`config.mk`:
```
export PLATFORM = sky130hd
export DESIGN_NAME = fetch_line_ctrl
export DESIGN_NICKNAME = d
export VERILOG_FILES = /design/src/rtl/flc_pkg.sv /design/src/rtl/flc_thread_ctx.sv /design/src/rtl/flc_retry_slot.sv /design/src/rtl/flc_line_store.sv /design/src/rtl/fetch_line_ctrl.sv
export SDC_FILE = /design/constraint.sdc
export NUM_CORES = 1
export LEC_CHECK = 0
export ABC_AREA = 1
export BUFFER_PORTS_ARGS = -buffer_cell sky130_fd_sc_hd__buf_2
export CAP_MARGIN = 20
export CELL_PAD_IN_SITES_DETAIL_PLACEMENT = 1
export CELL_PAD_IN_SITES_GLOBAL_PLACEMENT = 1
export CORE_MARGIN = 2
export CORE_UTILIZATION = 45
export CTS_BUF_LIST = sky130_fd_sc_hd__clkbuf_8
export DETAILED_ROUTE_END_ITERATION = 10
export PLACE_DENSITY_LB_ADDON = 0.1
export SKIP_LAST_GASP = 1
export SLEW_MARGIN = 20
export SYNTH_ARGS = -nofsm -noshare
export SYNTH_HDL_FRONTEND = slang
export SYNTH_SLANG_ARGS = --single-unit
```
`constraint.sdc`:
```
create_clock -name clk -period 6.56 [get_ports clk]
set_clock_uncertainty 0.05 [all_clocks]
set_input_delay 0.656 -clock clk [delete_from_list [all_inputs] [get_ports clk]]
set_output_delay 0.656 -clock clk [all_outputs]
set_load 0.05 [all_outputs]
```
`src/rtl/flc_pkg.sv`:
```
// Shared types for the fetch line request controller.
package flc_pkg;
    typedef enum logic [2:0] {
        TS_IDLE       = 3'd0,
        TS_WAIT_RSP   = 3'd1,
        TS_WAIT_RETRY = 3'd2,
        TS_DONE       = 3'd3,
        TS_STALLED    = 3'd4
    } thr_state_e;
endpackage

```
`src/rtl/flc_thread_ctx.sv`:
```
// Per-thread miss context: state, stored line address, request tag,
// fill beat pointer and line-valid flag.
// Assumes issue and accepted beats for one thread never coincide
// (issue needs a non-waiting state, acceptance needs the waiting state).
module flc_thread_ctx
    import flc_pkg::*;
#(
    parameter int ADDR_W = 32,
    parameter int TAG_W  = 4,
    parameter int BCNT_W = 3
) (
    input  logic              clk,
    input  logic              rst_n,
    input  logic              issue,
    input  logic              issue_ok,
    input  logic [ADDR_W-1:0] issue_addr,
    input  logic              resend_ok,
    input  logic              squash,
    input  logic              stall,
    input  logic              rsp_here,
    input  logic [TAG_W-1:0]  rsp_tag,
    input  logic              rsp_last,
    output thr_state_e        state,
    output logic              line_valid,
    output logic [ADDR_W-1:0] line_addr,
    output logic [TAG_W-1:0]  tag,
    output logic [BCNT_W-1:0] beat,
    output logic              accept,
    output logic              drop_done
);

    // Beat acceptance: only while waiting and only for the live tag.
    always_comb begin
        accept    = rsp_here && !squash && (state == TS_WAIT_RSP) && (rsp_tag == tag);
        drop_done = rsp_here && rsp_last && !accept;
    end

    // Thread state machine with squash taking priority.
    always_ff @(posedge clk) begin
        if (!rst_n) begin
            state      <= TS_IDLE;
            line_valid <= 1'b0;
            line_addr  <= '0;
            tag        <= '0;
            beat       <= '0;
        end else if (squash) begin
            state <= TS_IDLE;
            beat  <= '0;
        end else if (issue) begin
            state      <= issue_ok ? TS_WAIT_RSP : TS_WAIT_RETRY;
            tag        <= tag + 1'b1;
            line_addr  <= issue_addr;
            line_valid <= 1'b0;
            beat       <= '0;
        end else if (resend_ok) begin
            state <= TS_WAIT_RSP;
        end else if (accept) begin
            beat <= beat + 1'b1;
            if (rsp_last) begin
                line_valid <= 1'b1;
                state      <= stall ? TS_STALLED : TS_DONE;
            end
        end else if (state == TS_STALLED && !stall) begin
            state <= TS_DONE;
        end
    end


    fill_sets_valid_chk: assert property (@(posedge clk) disable iff (!rst_n)
        accept && rsp_last |=> line_valid && (state == TS_DONE || state == TS_STALLED));


    wait_no_line_chk: assert property (@(posedge clk) disable iff (!rst_n)
        state == TS_WAIT_RSP |-> !line_valid);

endmodule

```
`src/rtl/flc_retry_slot.sv`:
```
// Single shared holding slot for a refused request plus the global
// blocked flag. Assumes a park only arrives while the slot is empty.
module flc_retry_slot #(
    parameter int NT     = 2,
    parameter int TID_W  = 1,
    parameter int ADDR_W = 32,
    parameter int TAG_W  = 4
) (
    input  logic              clk,
    input  logic              rst_n,
    input  logic              park,
    input  logic [TID_W-1:0]  park_tid,
    input  logic [ADDR_W-1:0] park_addr,
    input  logic [TAG_W-1:0]  park_tag,
    input  logic              retry,
    input  logic              resend_ok,
    input  logic [NT-1:0]     squash,
    output logic              full,
    output logic              blocked,
    output logic [TID_W-1:0]  slot_tid,
    output logic [ADDR_W-1:0] slot_addr,
    output logic [TAG_W-1:0]  slot_tag
);

    // Slot fill, release on accepted resend, release on owner squash.
    always_ff @(posedge clk) begin
        if (!rst_n) begin
            full      <= 1'b0;
            blocked   <= 1'b0;
            slot_tid  <= '0;
            slot_addr <= '0;
            slot_tag  <= '0;
        end else if (park) begin
            full      <= 1'b1;
            blocked   <= 1'b1;
            slot_tid  <= park_tid;
            slot_addr <= park_addr;
            slot_tag  <= park_tag;
        end else if (full && squash[slot_tid]) begin
            full    <= 1'b0;
            blocked <= 1'b0;
        end else if (retry && full && resend_ok) begin
            full    <= 1'b0;
            blocked <= 1'b0;
        end else if (retry && !full) begin
            blocked <= 1'b0;
        end
    end


    park_empty_chk: assert property (@(posedge clk) disable iff (!rst_n)
        park |-> !full);

endmodule

```
`src/rtl/flc_line_store.sv`:
```
// Per-thread line buffer written one beat at a time, read one beat at
// a time. Holds no reset: contents are qualified by line_valid.
module flc_line_store #(
    parameter int NT     = 2,
    parameter int TID_W  = 1,
    parameter int BEATS  = 8,
    parameter int BCNT_W = 3,
    parameter int DATA_W = 64
) (
    input  logic              clk,
    input  logic              wr_en,
    input  logic [TID_W-1:0]  wr_tid,
    input  logic [BCNT_W-1:0] wr_beat,
    input  logic [DATA_W-1:0] wr_data,
    input  logic [TID_W-1:0]  rd_tid,
    input  logic [BCNT_W-1:0] rd_beat,
    output logic [DATA_W-1:0] rd_data
);
    localparam int DEPTH = NT * BEATS;
    localparam int IDX_W = $clog2(DEPTH);

    logic [DATA_W-1:0] mem [DEPTH];

    // Beat write.
    always_ff @(posedge clk) begin
        if (wr_en) mem[IDX_W'({wr_tid, wr_beat})] <= wr_data;
    end

    // Asynchronous beat read.
    always_comb rd_data = mem[IDX_W'({rd_tid, rd_beat})];

endmodule

```
`src/rtl/fetch_line_ctrl.sv`:
```
// Fetch line request controller: line-aligned hit check, miss issue on a
// ready/valid port, single shared retry slot, tagged fills, squash.
// Assumes one response beat per cycle, 8 beats per line, last flagged.
module fetch_line_ctrl
    import flc_pkg::*;
#(
    parameter int NT         = 2,
    parameter int ADDR_W     = 32,
    parameter int LINE_BYTES = 64,
    parameter int DATA_W     = 64,
    parameter int TAG_W      = 4,
    parameter int CNT_W      = 16,
    localparam int TID_W     = (NT > 1) ? $clog2(NT) : 1,
    localparam int OFF_W     = $clog2(LINE_BYTES),
    localparam int BEATS     = LINE_BYTES * 8 / DATA_W,
    localparam int BCNT_W    = (BEATS > 1) ? $clog2(BEATS) : 1
) (
    input  logic              clk,
    input  logic              rst_n,
    input  logic              fetch_valid,
    input  logic [TID_W-1:0]  fetch_tid,
    input  logic [ADDR_W-1:0] fetch_pc,
    input  logic [NT-1:0]     stall_pending,
    input  logic [NT-1:0]     squash,
    output logic              fetch_hit,
    output logic              req_valid,
    input  logic              req_ready,
    output logic [ADDR_W-1:0] req_addr,
    output logic [TID_W-1:0]  req_tid,
    output logic [TAG_W-1:0]  req_tag,
    input  logic              retry,
    input  logic              rsp_valid,
    input  logic [TID_W-1:0]  rsp_tid,
    input  logic [TAG_W-1:0]  rsp_tag,
    input  logic [DATA_W-1:0] rsp_data,
    input  logic              rsp_last,
    input  logic [TID_W-1:0]  line_rd_tid,
    input  logic [BCNT_W-1:0] line_rd_beat,
    output logic [DATA_W-1:0] line_rd_data,
    output logic [NT-1:0]     line_valid,
    output logic [3*NT-1:0]   thread_state,
    output logic              fetch_blocked,
    output logic [CNT_W-1:0]  drop_count
);

    thr_state_e        st_v    [NT];
    logic [ADDR_W-1:0] laddr_v [NT];
    logic [TAG_W-1:0]  tag_v   [NT];
    logic [BCNT_W-1:0] beat_v  [NT];
    logic [NT-1:0]     accept_v, drop_v, wait_retry_v;

    logic [ADDR_W-1:0] aligned_pc;
    logic              busy, new_issue, resend, park, slot_full;
    logic [TID_W-1:0]  slot_tid;
    logic [ADDR_W-1:0] slot_addr;
    logic [TAG_W-1:0]  slot_tag;

    // Line alignment, hit check and issue decision.
    always_comb begin
        aligned_pc = {fetch_pc[ADDR_W-1:OFF_W], {OFF_W{1'b0}}};
        fetch_hit  = fetch_valid && line_valid[fetch_tid] && (laddr_v[fetch_tid] == aligned_pc);
        busy       = (st_v[fetch_tid] == TS_WAIT_RSP) || (st_v[fetch_tid] == TS_WAIT_RETRY);
        new_issue  = fetch_valid && !fetch_hit && !fetch_blocked && !busy && !squash[fetch_tid];
        resend     = retry && slot_full && !squash[slot_tid];
        park       = new_issue && !req_ready;
    end

    // Request port mux: the held request or a new miss.
    always_comb begin
        req_valid = new_issue || resend;
        req_addr  = resend ? slot_addr : aligned_pc;
        req_tid   = resend ? slot_tid  : fetch_tid;
        req_tag   = resend ? slot_tag  : tag_v[fetch_tid] + 1'b1;
    end

    for (genvar t = 0; t < NT; t++) begin : g_thr
        flc_thread_ctx #(.ADDR_W(ADDR_W), .TAG_W(TAG_W), .BCNT_W(BCNT_W)) ctx_i (
            .clk        (clk),
            .rst_n      (rst_n),
            .issue      (new_issue && fetch_tid == TID_W'(t)),
            .issue_ok   (req_ready),
            .issue_addr (aligned_pc),
            .resend_ok  (resend && req_ready && slot_tid == TID_W'(t)),
            .squash     (squash[t]),
            .stall      (stall_pending[t]),
            .rsp_here   (rsp_valid && rsp_tid == TID_W'(t)),
            .rsp_tag    (rsp_tag),
            .rsp_last   (rsp_last),
            .state      (st_v[t]),
            .line_valid (line_valid[t]),
            .line_addr  (laddr_v[t]),
            .tag        (tag_v[t]),
            .beat       (beat_v[t]),
            .accept     (accept_v[t]),
            .drop_done  (drop_v[t])
        );
        assign thread_state[3*t +: 3] = st_v[t];
        assign wait_retry_v[t]        = (st_v[t] == TS_WAIT_RETRY);
    end

    flc_retry_slot #(.NT(NT), .TID_W(TID_W), .ADDR_W(ADDR_W), .TAG_W(TAG_W)) slot_i (
        .clk       (clk),
        .rst_n     (rst_n),
        .park      (park),
        .park_tid  (fetch_tid),
        .park_addr (aligned_pc),
        .park_tag  (req_tag),
        .retry     (retry),
        .resend_ok (resend && req_ready),
        .squash    (squash),
        .full      (slot_full),
        .blocked   (fetch_blocked),
        .slot_tid  (slot_tid),
        .slot_addr (slot_addr),
        .slot_tag  (slot_tag)
    );

    flc_line_store #(.NT(NT), .TID_W(TID_W), .BEATS(BEATS), .BCNT_W(BCNT_W), .DATA_W(DATA_W)) store_i (
        .clk     (clk),
        .wr_en   (|accept_v),
        .wr_tid  (rsp_tid),
        .wr_beat (beat_v[rsp_tid]),
        .wr_data (rsp_data),
        .rd_tid  (line_rd_tid),
        .rd_beat (line_rd_beat),
        .rd_data (line_rd_data)
    );

    // Count discarded line responses.
    always_ff @(posedge clk) begin
        if (!rst_n)       drop_count <= '0;
        else if (|drop_v) drop_count <= drop_count + 1'b1;
    end


    reject_blocks_chk: assert property (@(posedge clk) disable iff (!rst_n)
        req_valid && !req_ready |=> fetch_blocked);


    blocked_quiet_chk: assert property (@(posedge clk) disable iff (!rst_n)
        fetch_blocked && !retry |-> !req_valid);


    one_retry_owner_chk: assert property (@(posedge clk) disable iff (!rst_n)
        $onehot0(wait_retry_v));


    hit_no_req_chk: assert property (@(posedge clk) disable iff (!rst_n)
        fetch_hit && !fetch_blocked |-> !req_valid);


    drop_step_chk: assert property (@(posedge clk) disable iff (!rst_n)
        drop_count == $past(drop_count) || drop_count == CNT_W'($past(drop_count) + 1'b1));

endmodule

```
==> impl_metrics.csv <==
group,metric,value,unit
critical_path,criticalPathCategory,"in2out",
logic_synthesis,syn-cell-area,47040,µm²
timing,grt_setup_unrepaired,"false",
cells_and_area,layout_common_cells,"edfxtp_1 (1024), inv_1 (432), a21oi_1 (373), o21ai_0 (363), nand2_1 (332)",
cells_and_area,final_nets,4075,
clocking,ctsResizeCount,0,
critical_path,slowest_delay,0.73,ns
cells_and_area,layout_commonest_cell,"edfxtp_1",
clocking,htree_levels,4,
floorplanning,io_pins,245,
logic_synthesis,synth_top_family_by_area,"compound AO/OA/AOI/OAI gates",
logic_synthesis,synth-simple-area-share,0.05578,
logic_synthesis,netlist_instances,3706,
timing,timing.final.crit_share,0.5914,
pwr,power.density,277.8,nW/µm²
logic_synthesis,avgSynthCellArea,12.69,µm²
place,gp_routability_congestion,0.7916,
logic_synthesis,synthTopCellsByArea,"edfxtp_1 (65%), mux2i_1 (5.4%), dfxtp_1 (5.2%)",
timing,tightestPinTransition,1.092,ns
pwr,power_frac_clock,0.382,
run_status,outcome,"finished, final reports clean",
logic_synthesis,synthAdderAreaFrac,0.001596,
critical_path,path_max_fanout,57,
timing,maxSlewViolCount,0,
detailed_routing,wl_met2,62.77,mm
timing,hold_slack,0.08186,ns
logic_synthesis,synth-compound-area-share,0.1283,
floorplanning,start_util,0.4538,
global_routing,antenna_found_initial,11,
global_routing,first_global_vias,31500,
detailed_routing,top_layer,"met5",
logic_synthesis,synthMuxAreaShare,0.05448,
clocking,cts_tree,"yes",
clocking,cts.sinks,1147,
logic_synthesis,netlist.area_leader.share,0.6537,
timing,setup_violations,0,
detailed_routing,finalWirelength,127.3,mm
critical_path,path_cells,"clkbuf_8, inv_4, buf_4, o211ai_1, nand3_1, nand2_1, buf_2",
detailed_routing,drc,0,
cells_and_area,fin_area,53090,µm²
critical_path,start_kind,"primary input",
pwr,intPower,0.01109,W
critical_path,critPathSlowestCell,"inv_4",
clocking,cts_inserted_buffers,189,
detailed_routing,ant_nets,0,
critical_path,reg2reg_slack,3.11,ns
logic_synthesis,ys_seq_area_frac,0.7061,
detailed_routing,drt-met1-wl,56.60,mm
detailed_routing,met3WireLength,5.838,mm
logic_synthesis,synth_cell_types,39,
logic_synthesis,synth_xor_area_frac,0.002421,
cells_and_area,drive_above_1_share,0.1321,
timing,clock.fmax,257.7,MHz
pwr,switching_share,0.2479,
global_routing,grt_pass1_wl,192.6,mm
floorplanning,fp.dieW,327.3,µm
floorplanning,dieArea,107100,µm²
critical_path,end_kind,"primary output",
global_routing,grt_max_degree,127,
clocking,cts-root-buf,"clkbuf_8",
logic_synthesis,synth-warning-count,0,
pwr,vdd_drop_max,0.1684,mV
critical_path,crit_buf_inv,4,
pwr,leakage,19.44,nW
clocking,clk_latency,0.86,ns
critical_path,critPathRequiredTime,5.85,ns
timing,fin_setup_tns,0,ns
place,place_area,49660,µm²
place,place.port_buffers,232,
place,dp_hpwl,67.57,mm
detailed_routing,routedWlPerCell,23.18,µm
floorplanning,rows,118,
flow_run,maxCapViolCount,0,
detailed_routing,dr.first_iter.drc_count,2154,
global_routing,grt_overflow,0,
logic_synthesis,ys_ff_latch,1147,
min_path,hp-start,"fetch_pc[23]",
min_path,hold_end,"g_thr[0].ctx_i.line_addr[23]",
clocking,clkSlewWorstSetupHoldPaths,0.06,ns
pwr,power_frac_seq,0.543,
floorplanning,core_area,103600,µm²
global_routing,grt_usage,0.2378,
detailed_routing,vias_per_cell,5.517,
timing,maxSlewHeadroom,0.2704,
critical_path,crit_family,"buffers and inverters",
cells_and_area,nFillCells,10670,
critical_path,cp.arrival,3.17,ns
clocking,cts_max_path_buffers,3,
logic_synthesis,synth.largest_area_cell,"edfxtp_1",
min_path,holdCritPathClass,"in2reg",
pwr,switching_power,0.003656,W
cells_and_area,area_growth,12.87,%
timing,period_needed,3.880,ns
critical_path,r2r-start,"g_thr[0].ctx_i.tag[1]",
pwr,p_comb_frac,0.075,
critical_path,worst_r2r_endpoint,"store_i.mem[10][34]",
detailed_routing,vias,30300,
detailed_routing,dr.pass1.iters,5,
timing,final_hold_viol_count,0,
critical_path,worstRegToRegCells,9,
min_path,holdPathStages,3,
floorplanning,die_y,327.3,µm
[worst max path at each step]
stage                       startpoint                  end  slack (ns)  cells past startpoint
3_5_place_dp                   rsp_tid  store_i.mem[13][15]        2.48                     11
6_report               line_rd_beat[2]     line_rd_data[33]        2.68                      7
5_1_grt                line_rd_beat[1]     line_rd_data[38]        2.46                      7
2_1_floorplan  g_thr[0].ctx_i.state[0]    store_i.mem[0][0]        1.85                      6
4_1_cts                line_rd_beat[1]     line_rd_data[38]        2.63                      7
3_3_place_gp                   rsp_tid   store_i.mem[0][27]        2.52                     11
[final cells by class]
cell class	instances	area (µm²)	area share
flip-flops and latches	1147	33210	0.6256
multi-input cells	1961	11560	0.2178
clock buffers	196	2698	0.05081
repair buffers	287	1833	0.03453
well taps	1380	1727	0.03252
inverters	366	1386	0.02611
clock inverters	147	658.1	0.01240
diodes	7	17.52	0.0003299
[metal layers]
metal,vias up,track usage
met5,-,0
met2,620,0.4047
met4,4,0.05614
met3,170,0.04209
met1,15430,0.3178
li1,14070,-
[synthesized netlist by cell type, drive strengths merged]
library cell and n:
dfxtp 123, edfxtp 1024, o2111ai 3, and2 1, nor2 73, o211ai 262, o21ai 427, clkbuf 161
a31o 1, a21boi 1, nand2 333, buf 76, ha 6, nand3 151, nor4 6, inv 363
xnor2 6, nor3 24, nand3b 3, a21oi 374, o21a 1, a31oi 1, or2 4, mux2i 256
nor3b 3, nand4 12, clkinv 3, conb 1, xor2 7
[state kept, by name (all words and copies together), names as in the netlist]
name	flops
g_thr.ctx_i.line_addr	52
slot_i.slot_addr	26
slot_i.full	1
slot_i.blocked	1
g_thr.ctx_i.state	6
g_thr.ctx_i.line_valid	2
slot_i.slot_tid	1
drop_count	16
slot_i.slot_tag	4
g_thr.ctx_i.beat	6
store_i.mem	1024
g_thr.ctx_i.tag	8
[metrics by stage]
stage / setup slack (ns) / instances / total power (W) / utilization
CTS: 2.627 / 5484 / 0.01491 / 0.5121
global placement: 2.524 / 5135 / 0.009246 / 0.4791
floorplan: 1.855 / 3711 / 0.008884 / -
detailed placement: 2.484 / 5135 / 0.009268 / 0.4791
global route: 2.461 / 5485 / 0.01531 / 0.5121
finish: 2.680 / 5491 / 0.01475 / 0.5123
[timing repair]
action | 4_1_cts | 5_1_grt
buffers inserted | 0 | 0
hold endpoints to repair | 10 | 0
endpoints found under the setup margin | 0 | 0
hold buffers | 6 | 0
[tightest hold or removal path: stages]
cell and delay [ns]:
buf_2 0.09, inv_1 0.08, a21oi_1 0.12
[power by group through the flow]
stage,sequential (W),clock [W],combinational [W]
5_1_grt,0.00800,0.00610,0.00121
6_report,0.00800,0.00564,0.00111
3_3_place_gp,0.00815,0,0.00109
4_1_cts,0.00800,0.00579,0.00112
3_5_place_dp,0.00815,0,0.00111
2_1_floorplan,0.00816,0,0.000722
[logic make-up (layout without fill, tap and decap cells)]
family,count (synthesis),after routing
mux,256,256
buf+inv,603,996
xor+xnor,13,13
fa+ha+maj,6,6
other cells,1,13
flops,1147,1147
compound gates,1070,1070
simple gates,610,610
Power figures use the tool's default switching activity.
